### src/rtl/pcsr_pkg.sv
package pcsr_pkg;
  localparam int unsigned WORD_W = 16;
  localparam int unsigned OFS_W  = 5;
  localparam int unsigned PAGE_W = 3;
  localparam int unsigned PSEL_W = 4;

  localparam logic [OFS_W-1:0] OFS_ID     = 5'h00;
  localparam logic [OFS_W-1:0] OFS_PAGE   = 5'h02;
  localparam logic [OFS_W-1:0] OFS_OPT_LO = 5'h04;
  localparam logic [OFS_W-1:0] OFS_OPT_HI = 5'h06;
  localparam logic [OFS_W-1:0] OFS_IRQ_ST = 5'h08;
  localparam logic [OFS_W-1:0] OFS_IRQ_MK = 5'h0A;
  localparam logic [OFS_W-1:0] OFS_DROP   = 5'h10;
  localparam logic [OFS_W-1:0] OFS_ERRS   = 5'h12;

  localparam logic [PAGE_W-1:0] PG_PERF = 3'd0;
  localparam logic [PAGE_W-1:0] PG_LAN  = 3'd4;

  // interrupt sources: index -> status bit position
  localparam int unsigned N_IRQ = 5;
  localparam int IRQ_POS [N_IRQ] = '{10, 9, 4, 3, 1};

  localparam int unsigned OPT_CORE_RUN = 1;
  localparam int unsigned OPT_IRQ_EN   = 2;
  localparam int unsigned CMD_TX       = 1;
  localparam int unsigned CMD_ADV      = 2;
  localparam int unsigned CMD_MEMLOAD  = 6;

  // lane-value write: bit 0 / bit 8 carry the value, other ones select bits
  function automatic logic [WORD_W-1:0] lane_write(input logic [WORD_W-1:0] cur,
                                                   input logic [WORD_W-1:0] wd);
    logic [WORD_W-1:0] r;
    r = cur;
    for (int i = 1; i < WORD_W; i++) begin
      if (i != 8 && wd[i]) r[i] = (i < 8) ? wd[0] : wd[8];
    end
    return r;
  endfunction
endpackage

### src/rtl/pcsr_errcnt.sv
module pcsr_errcnt #(
  parameter int unsigned W = 8
) (
  input  logic         clk,
  input  logic         rst_n,
  input  logic         ev,
  input  logic         clr,
  output logic [W-1:0] count
);
  localparam logic [W-1:0] CMAX = '1;
  localparam logic [W-1:0] ONE  = W'(1);

  logic [W-1:0] cnt_q, cnt_d;
  logic         cnt_en;

  assign cnt_en = ev | clr;

  always_comb begin
    cnt_d = cnt_q;
    if (clr)                      cnt_d = ev ? ONE : '0;
    else if (ev && cnt_q != CMAX) cnt_d = cnt_q + ONE;
  end

  always_ff @(posedge clk or negedge rst_n) begin
    if (!rst_n)      cnt_q <= '0;
    else if (cnt_en) cnt_q <= cnt_d;
  end

  assign count = cnt_q;

  a_r10_no_wrap: assert property (@(posedge clk) disable iff (!rst_n)
    (cnt_q == CMAX && !clr) |=> (cnt_q == CMAX));
  a_r9_read_clears: assert property (@(posedge clk) disable iff (!rst_n)
    (clr && !ev) |=> (cnt_q == '0));
  a_r9_read_keeps_event: assert property (@(posedge clk) disable iff (!rst_n)
    (clr && ev) |=> (cnt_q == ONE));
endmodule

### src/rtl/pcsr_irq.sv
module pcsr_irq import pcsr_pkg::*; (
  input  logic              clk,
  input  logic              rst_n,
  input  logic [N_IRQ-1:0]  ev,
  input  logic              wr_clr,
  input  logic              wr_mask,
  input  logic [N_IRQ-1:0]  wsel,
  input  logic              irq_en,
  output logic              irq,
  output logic [WORD_W-1:0] st_word,
  output logic [WORD_W-1:0] mk_word
);
  logic [N_IRQ-1:0] st_q, st_d, mk_q, clr_vec;
  logic             st_en;

  assign clr_vec = wr_clr ? wsel : '0;
  assign st_en   = (|ev) | wr_clr;
  assign st_d    = (st_q & ~clr_vec) | ev;

  always_ff @(posedge clk or negedge rst_n) begin
    if (!rst_n)     st_q <= '0;
    else if (st_en) st_q <= st_d;
  end

  always_ff @(posedge clk or negedge rst_n) begin
    if (!rst_n)       mk_q <= '0;
    else if (wr_mask) mk_q <= wsel;
  end

  always_comb begin
    st_word = '0;
    mk_word = '0;
    for (int i = 0; i < N_IRQ; i++) begin
      st_word[IRQ_POS[i]] = st_q[i];
      mk_word[IRQ_POS[i]] = mk_q[i];
    end
  end

  assign irq = irq_en & (|(st_q & mk_q));

  a_r5_sticky: assert property (@(posedge clk) disable iff (!rst_n)
    (|st_q) |=> ((st_q & $past(st_q & ~clr_vec)) == $past(st_q & ~clr_vec)));
  a_r5_w1c: assert property (@(posedge clk) disable iff (!rst_n)
    (|(clr_vec & ~ev)) |=> ((st_q & $past(clr_vec & ~ev)) == '0));
  a_r5_event_sets: assert property (@(posedge clk) disable iff (!rst_n)
    (|ev) |=> ((st_q & $past(ev)) == $past(ev)));
endmodule

### src/rtl/pcsr_optreg.sv
module pcsr_optreg import pcsr_pkg::*; #(
  parameter int unsigned EE_LOAD_CYCLES = 30000
) (
  input  logic              clk,
  input  logic              rst_n,
  input  logic              wr_lo,
  input  logic              wr_hi,
  input  logic [WORD_W-1:0] wdata,
  input  logic              tx_ack,
  input  logic              adv_ack,
  output logic [WORD_W-1:0] opt_lo,
  output logic [WORD_W-1:0] opt_hi
);
  localparam int unsigned CNT_W = (EE_LOAD_CYCLES < 2) ? 1 : $clog2(EE_LOAD_CYCLES);
  localparam logic [CNT_W-1:0] CNT_START = CNT_W'(EE_LOAD_CYCLES - 1);

  logic [WORD_W-1:0] lo_q, lo_d, hi_q, hi_d;
  logic              busy_q, busy_d, ld_start;
  logic [CNT_W-1:0]  cnt_q, cnt_d;

  assign lo_d     = lane_write(lo_q, wdata);
  assign ld_start = wr_hi && wdata[CMD_MEMLOAD] && wdata[0] && !busy_q;

  always_comb begin
    hi_d = hi_q;
    if (tx_ack)  hi_d[CMD_TX]  = 1'b0;
    if (adv_ack) hi_d[CMD_ADV] = 1'b0;
    if (wr_hi)   hi_d = lane_write(hi_d, wdata);
    hi_d[CMD_MEMLOAD] = 1'b0;
  end

  always_comb begin
    busy_d = busy_q;
    cnt_d  = cnt_q;
    if (ld_start) begin
      busy_d = 1'b1;
      cnt_d  = CNT_START;
    end else if (busy_q) begin
      if (cnt_q == '0) busy_d = 1'b0;
      else             cnt_d  = cnt_q - 1'b1;
    end
  end

  always_ff @(posedge clk or negedge rst_n) begin
    if (!rst_n)     lo_q <= '0;
    else if (wr_lo) lo_q <= lo_d;
  end

  always_ff @(posedge clk or negedge rst_n) begin
    if (!rst_n)                          hi_q <= '0;
    else if (wr_hi || tx_ack || adv_ack) hi_q <= hi_d;
  end

  always_ff @(posedge clk or negedge rst_n) begin
    if (!rst_n) begin
      busy_q <= 1'b0;
      cnt_q  <= '0;
    end else if (ld_start || busy_q) begin
      busy_q <= busy_d;
      cnt_q  <= cnt_d;
    end
  end

  always_comb begin
    opt_hi = hi_q;
    opt_hi[CMD_MEMLOAD] = busy_q;
  end
  assign opt_lo = lo_q;

  a_r7_tx_ack_clears: assert property (@(posedge clk) disable iff (!rst_n)
    (tx_ack && !wr_hi) |=> !opt_hi[CMD_TX]);
  a_r7_adv_ack_clears: assert property (@(posedge clk) disable iff (!rst_n)
    (adv_ack && !wr_hi) |=> !opt_hi[CMD_ADV]);
  a_r8_load_holds: assert property (@(posedge clk) disable iff (!rst_n)
    (busy_q && cnt_q != '0) |=> (busy_q && cnt_q == $past(cnt_q) - 1'b1));
  a_r3_lane_bits_zero: assert property (@(posedge clk) disable iff (!rst_n)
    wr_lo |=> (!opt_lo[0] && !opt_lo[8]));
endmodule

### src/rtl/paged_csr_block.sv
module paged_csr_block import pcsr_pkg::*; #(
  parameter logic [WORD_W-1:0] HW_ID          = 16'h4850,
  parameter logic [11:0]       CARD_ID        = 12'h5A3,
  parameter int unsigned       EE_LOAD_CYCLES = 30000,
  parameter int unsigned       DROP_W         = 12,
  parameter int unsigned       ERR_W          = 8
) (
  input  logic              clk,
  input  logic              rst_n,
  input  logic [OFS_W-1:0]  bus_addr,
  input  logic              bus_wr,
  input  logic              bus_rd,
  input  logic [WORD_W-1:0] bus_wdata,
  output logic [WORD_W-1:0] bus_rdata,
  input  logic              ev_rx_pkt,
  input  logic              ev_rx_err,
  input  logic              ev_tx_space,
  input  logic              ev_tx_cmpl,
  input  logic              ev_tx_err,
  input  logic              ev_drop,
  input  logic              ev_crc,
  input  logic              ev_abort,
  input  logic              tx_ack,
  input  logic              adv_ack,
  output logic              irq,
  output logic              core_rst_n,
  output logic              tx_req,
  output logic              adv_req
);
  logic [PAGE_W-1:0] page_q;
  logic              wr_page, on_perf, on_lan;
  logic              wr_lo, wr_hi, wr_st, wr_mk, clr_drop, clr_errs;
  logic [WORD_W-1:0] opt_lo, opt_hi, st_word, mk_word;
  logic [N_IRQ-1:0]  irq_ev, irq_wsel;
  logic [DROP_W-1:0] drop_cnt;
  logic [ERR_W-1:0]  crc_cnt, abort_cnt;

  // page decode and access strobes
  assign on_perf  = (page_q == PG_PERF);
  assign on_lan   = (page_q == PG_LAN);
  assign wr_page  = bus_wr && bus_addr == OFS_PAGE;
  assign wr_lo    = bus_wr && bus_addr == OFS_OPT_LO;
  assign wr_hi    = bus_wr && bus_addr == OFS_OPT_HI;
  assign wr_st    = bus_wr && on_perf && bus_addr == OFS_IRQ_ST;
  assign wr_mk    = bus_wr && on_perf && bus_addr == OFS_IRQ_MK;
  assign clr_drop = bus_rd && on_lan && bus_addr == OFS_DROP;
  assign clr_errs = bus_rd && on_lan && bus_addr == OFS_ERRS;

  always_ff @(posedge clk or negedge rst_n) begin
    if (!rst_n)       page_q <= PG_PERF;
    else if (wr_page) page_q <= bus_wdata[PAGE_W-1:0];
  end

  assign irq_ev = {ev_tx_err, ev_tx_cmpl, ev_tx_space, ev_rx_err, ev_rx_pkt};

  for (genvar g = 0; g < N_IRQ; g++) begin : g_wsel
    assign irq_wsel[g] = bus_wdata[IRQ_POS[g]];
  end

  pcsr_optreg #(.EE_LOAD_CYCLES(EE_LOAD_CYCLES)) u_opt (
    .clk(clk), .rst_n(rst_n), .wr_lo(wr_lo), .wr_hi(wr_hi), .wdata(bus_wdata),
    .tx_ack(tx_ack), .adv_ack(adv_ack), .opt_lo(opt_lo), .opt_hi(opt_hi)
  );

  pcsr_irq u_irq (
    .clk(clk), .rst_n(rst_n), .ev(irq_ev), .wr_clr(wr_st), .wr_mask(wr_mk),
    .wsel(irq_wsel), .irq_en(opt_lo[OPT_IRQ_EN]), .irq(irq),
    .st_word(st_word), .mk_word(mk_word)
  );

  pcsr_errcnt #(.W(DROP_W)) u_drop (
    .clk(clk), .rst_n(rst_n), .ev(ev_drop), .clr(clr_drop), .count(drop_cnt));
  pcsr_errcnt #(.W(ERR_W)) u_crc (
    .clk(clk), .rst_n(rst_n), .ev(ev_crc), .clr(clr_errs), .count(crc_cnt));
  pcsr_errcnt #(.W(ERR_W)) u_abort (
    .clk(clk), .rst_n(rst_n), .ev(ev_abort), .clr(clr_errs), .count(abort_cnt));

  always_comb begin
    bus_rdata = '0;
    case (bus_addr)
      OFS_ID:     bus_rdata = HW_ID;
      OFS_PAGE:   bus_rdata = {CARD_ID, PSEL_W'(page_q)};
      OFS_OPT_LO: bus_rdata = opt_lo;
      OFS_OPT_HI: bus_rdata = opt_hi;
      OFS_IRQ_ST: if (on_perf) bus_rdata = st_word;
      OFS_IRQ_MK: if (on_perf) bus_rdata = mk_word;
      OFS_DROP:   if (on_lan)  bus_rdata = WORD_W'(drop_cnt);
      OFS_ERRS:   if (on_lan)  bus_rdata = {8'(abort_cnt), 8'(crc_cnt)};
      default:    bus_rdata = '0;
    endcase
  end

  assign core_rst_n = opt_lo[OPT_CORE_RUN];
  assign tx_req     = opt_hi[CMD_TX];
  assign adv_req    = opt_hi[CMD_ADV];

  a_r2_page_hold: assert property (@(posedge clk) disable iff (!rst_n)
    !wr_page |=> $stable(page_q));
  a_r11_status_off_page: assert property (@(posedge clk) disable iff (!rst_n)
    (!on_perf && !(|irq_ev)) |=> $stable(st_word));
endmodule

### config.mk
export PLATFORM = sky130hd
export DESIGN_NAME = paged_csr_block
export DESIGN_NICKNAME = d
export VERILOG_FILES = /design/src/rtl/pcsr_pkg.sv /design/src/rtl/pcsr_errcnt.sv /design/src/rtl/pcsr_irq.sv /design/src/rtl/pcsr_optreg.sv /design/src/rtl/paged_csr_block.sv
export SDC_FILE = /design/constraint.sdc
export NUM_CORES = 1
export LEC_CHECK = 0
export ABC_AREA = 0
export BUFFER_PORTS_ARGS = -buffer_cell sky130_fd_sc_hd__buf_4
export CAP_MARGIN = 20
export CORE_MARGIN = 5
export CORE_UTILIZATION = 50
export DETAILED_ROUTE_END_ITERATION = 7
export PLACE_DENSITY = 0.79
export SETUP_SLACK_MARGIN = 0.4
export SLEW_MARGIN = 20
export SYNTH_ARGS = -nofsm -noshare
export SYNTH_HDL_FRONTEND = slang
export SYNTH_SLANG_ARGS = --single-unit
export TNS_END_PERCENT = 100
### constraint.sdc
create_clock -name clk -period 5.2 [get_ports clk]
set_input_delay 0.78 -clock clk [delete_from_list [all_inputs] [get_ports clk]]
set_output_delay 0.78 -clock clk [all_outputs]
set_load 0.01 [all_outputs]
==> reports/qor.csv <==
stage,metric,value,unit
clock_network,ctsHoldBuffers,0,
synthesis,netlist.area_leader.share,0.450,
synthesis,synthDistinctLibCells,64,
final_layout,layout.nets,560,
global_route,grt_use_met1,0.297,
run_status,outcome,"finished, final reports clean",
placement,gp_congestion,0.939,
synthesis,synth_top_family_by_area,simple AND/OR/NAND/NOR gates,
route,ant_nets,0,
global_route,grt_pass1_vias,4082,
synthesis,synth_common_cells,"dfrtp_1, nand2_1, mux2_2",
clock_network,htree_levels,3,
setup_path,reg2regPathDepth,4,
hold_path,hold_path.class,in2async,
job,max-cap-violations,0,
pwr,ir_drop,0.191,mV
timing,relSlewSlack,0.318,
die,start_util,0.508,
setup_path,cp-start-kind,primary input,
route,via_count,4008,
die,die_w,107,um
clock_network,clockBufferDepth,2,
placement,place_inst,621,
clock_network,tritoncts,built,
die,dieArea,11400,um2
route,routedWlPerCell,18.8,um
pwr,p_int,0.00117,W
die,coreArea,9200,um2
synthesis,synth_seq_area_share,0.450,
pwr,p_seq_frac,0.527,
setup_path,reg2reg_slack,3.07,ns
synthesis,synthArstFlopShare,1.00,
timing,fin_crit_sh,0.700,
synthesis,synthMuxAreaShare,0.110,
timing,skew,0.0111,ns
pwr,netSwitchingFraction,0.306,
global_route,antenna_found_initial,0,
clock_network,clkSinkCount,84,
setup_path,crit_start,bus_addr[2],
setup_path,r2r-end,u_opt.cnt_q[12],
placement,portBuffers,54,
synthesis,synth-adder-area-share,0.0107,
synthesis,synthFlopType,dfrtp_1,
die,die_height,107,um
timing,finalSetupViolCount,0,
route,viasPerCell,6.29,
synthesis,synthSimpleGateAreaFrac,0.229,
global_route,grt_first_pass_wirelength,20300,um
synthesis,yosysMostFrequentCell,dfrtp_1,
final_layout,fin_util,0.583,
setup_path,worst-path-max-fanout,14,
setup_path,end_kind,output port,
setup_path,critPathRequiredTime,4.42,ns
setup_path,critPathKind,in2out,
route,wl,12000,um
timing,worstMarginPinSlew,1.02,ns
global_route,grt_max_degree,85,
pwr,p_leak,2.29,nW
timing,rsz0062_at_grt,no,
timing,final_max_slew_viol_count,0,
pwr,powerDensity,316,nW/um2
clock_network,cts_inserted_buffers,9,
die,row_count,35,
global_route,busiest_layer,met2,
synthesis,ys_warn_count,0,
clock_network,postCtsSetupBuffers,0,
timing,fin_crit,3.64,ns
setup_path,arrival,2.86,ns
timing,achievable-frequency,275,MHz
clock_network,path_clk_slew,0.09,ns
placement,dpl.hpwl,8730,um
synthesis,synth_area_leader_cell,dfrtp_1,
synthesis,synth_edf_count,0,
synthesis,syn_inst,473,
route,drt_iter0_markers,303,
synthesis,synthTopCellsByArea,"dfrtp_1, mux2_2, nand2_1",
synthesis,netlist_area,4670,um2
clock_network,ctsResizeCount,0,
final_layout,drive_gt1_frac,0.217,
setup_path,r2r_start,u_opt.cnt_q[7],
pwr,switchingPower,0.000518,W
pwr,clkPwrFrac,0.311,
timing,hold_violations,0,
clock_network,cts-root-buf,clkbuf_8,
timing,finalSetupTns,0,ns
final_layout,area_growth,14.8,%
die,io_pins,55,
synthesis,syn_avg_cell_area,9.88,um2
route,drc,0,
global_route,track_usage,0.222,
final_layout,diodes,0,
route,dr.pass1.iters,6,
pwr,comb_power_share,0.162,
final_layout,instances_no_fill,637,
synthesis,synth_nets,512,
global_route,grtUsageMet2,0.352,
global_route,grt_util_met3,0.0433,
synthesis,synth_compound_area_frac,0.155,
synthesis,synth-xor-area-share,0.0150,
global_route,grt_overflow_total,0,
clock_network,insertion_delay,0.36,ns
synthesis,synth-seq-cells,84,
## final cells by class
cell class	count	area, um2
Clock buffer	12	145
Inverter	15	56.3
Clock inverter	4	72.6
Multi-Input combinational cell	356	2430
Sequential cell	84	2100
Tap cell	111	139
Timing Repair Buffer	55	420
Fill cell	761	3830
## worst max-delay path, stage by stage
cell and delay [ns]:
buf_4 0.16, or4_1 0.57, nor2_1 0.79, a221oi_1 0.26
o21ai_0 0.14, buf_4 0.15
## per-layer routing
layer | part of all wire | routed length, um
met1 | 0.44 | 5210
met2 | 0.46 | 5560
met3 | 0.074 | 879
met4 | 0.025 | 304
met5 | 0 | 0
## power by group through the flow
stage,logic (W),registers [W],clock network (W)
after floorplan,0.000189,0.000852,0
after global placement,0.000258,0.000898,0
after detailed placement,0.000273,0.000900,0
after CTS,0.000275,0.000889,0.000534
after global routing,0.000310,0.000910,0.000564
final,0.000274,0.000892,0.000526
## logic make-up (layout without fill, tap and decap cells)
family | count (synthesis) | count (layout)
AND/OR/NAND/NOR | 195 | 195
adder cells (fa/ha/maj) | 4 | 4
multiplexers | 47 | 47
XOR/XNOR | 8 | 8
flip-flops | 84 | 84
AO/OA/AOI/OAI | 102 | 102
buffers and inverters | 33 | 86
## metrics by stage
stage | area (um2) | setup WS, ns | hold slack (ns) | power, W
global placement | 5130 | 1.72 | 0.488 | 0.00116
global route | 5360 | 1.41 | 0.524 | 0.00178
finish | 5360 | 1.56 | 0.438 | 0.00169
detailed placement | 5140 | 1.59 | 0.496 | 0.00117
CTS | 5360 | 1.57 | 0.514 | 0.00170
floorplan | 4670 | 2.31 | 0.464 | 0.00104
## how the worst max path moves through the flow
stage                         to  cells past startpoint  slack, ns
detailed placement  bus_rdata[4]                      6       1.59
floorplan           bus_rdata[9]                      6       2.31
CTS                 bus_rdata[4]                      6       1.57
global placement    bus_rdata[4]                      6       1.72
global route        bus_rdata[4]                      6       1.41
finish              bus_rdata[4]                      6       1.56
## registers in the layout, indices dropped and copies added, names as in the netlist
signal,cells
u_opt.cnt_q,15
u_opt.opt_lo,14
u_opt.hi_q,13
u_drop.count,12
u_abort.count,8
u_crc.count,8
u_irq.mk_q,5
u_irq.st_q,5
page_q,3
u_opt.busy_q,1
## placed cells by master (no fill, tap or decap), types with 6 or more instances in the layout
cell type  Yosys  routed
nand2_1       59      59
and4_1         6       6
buf_4          0      53
inv_1         15      15
o211ai_1       8       8
o31ai_1        6       6
a221oi_1       6       6
clkbuf_8       0      10
nand3_1       19      19
and3_1         7       7
dfrtp_1       84      84
o21ai_0       22      22
mux2_2        33      33
nor3_1        12      12
mux2i_1       14      14
a21o_1         6       6
nor2_1        28      28
or3_1          7       7
a22oi_1        6       6
a21oi_1       15      15
nand4_1        9       9
(Power assumes the default switching activity.)
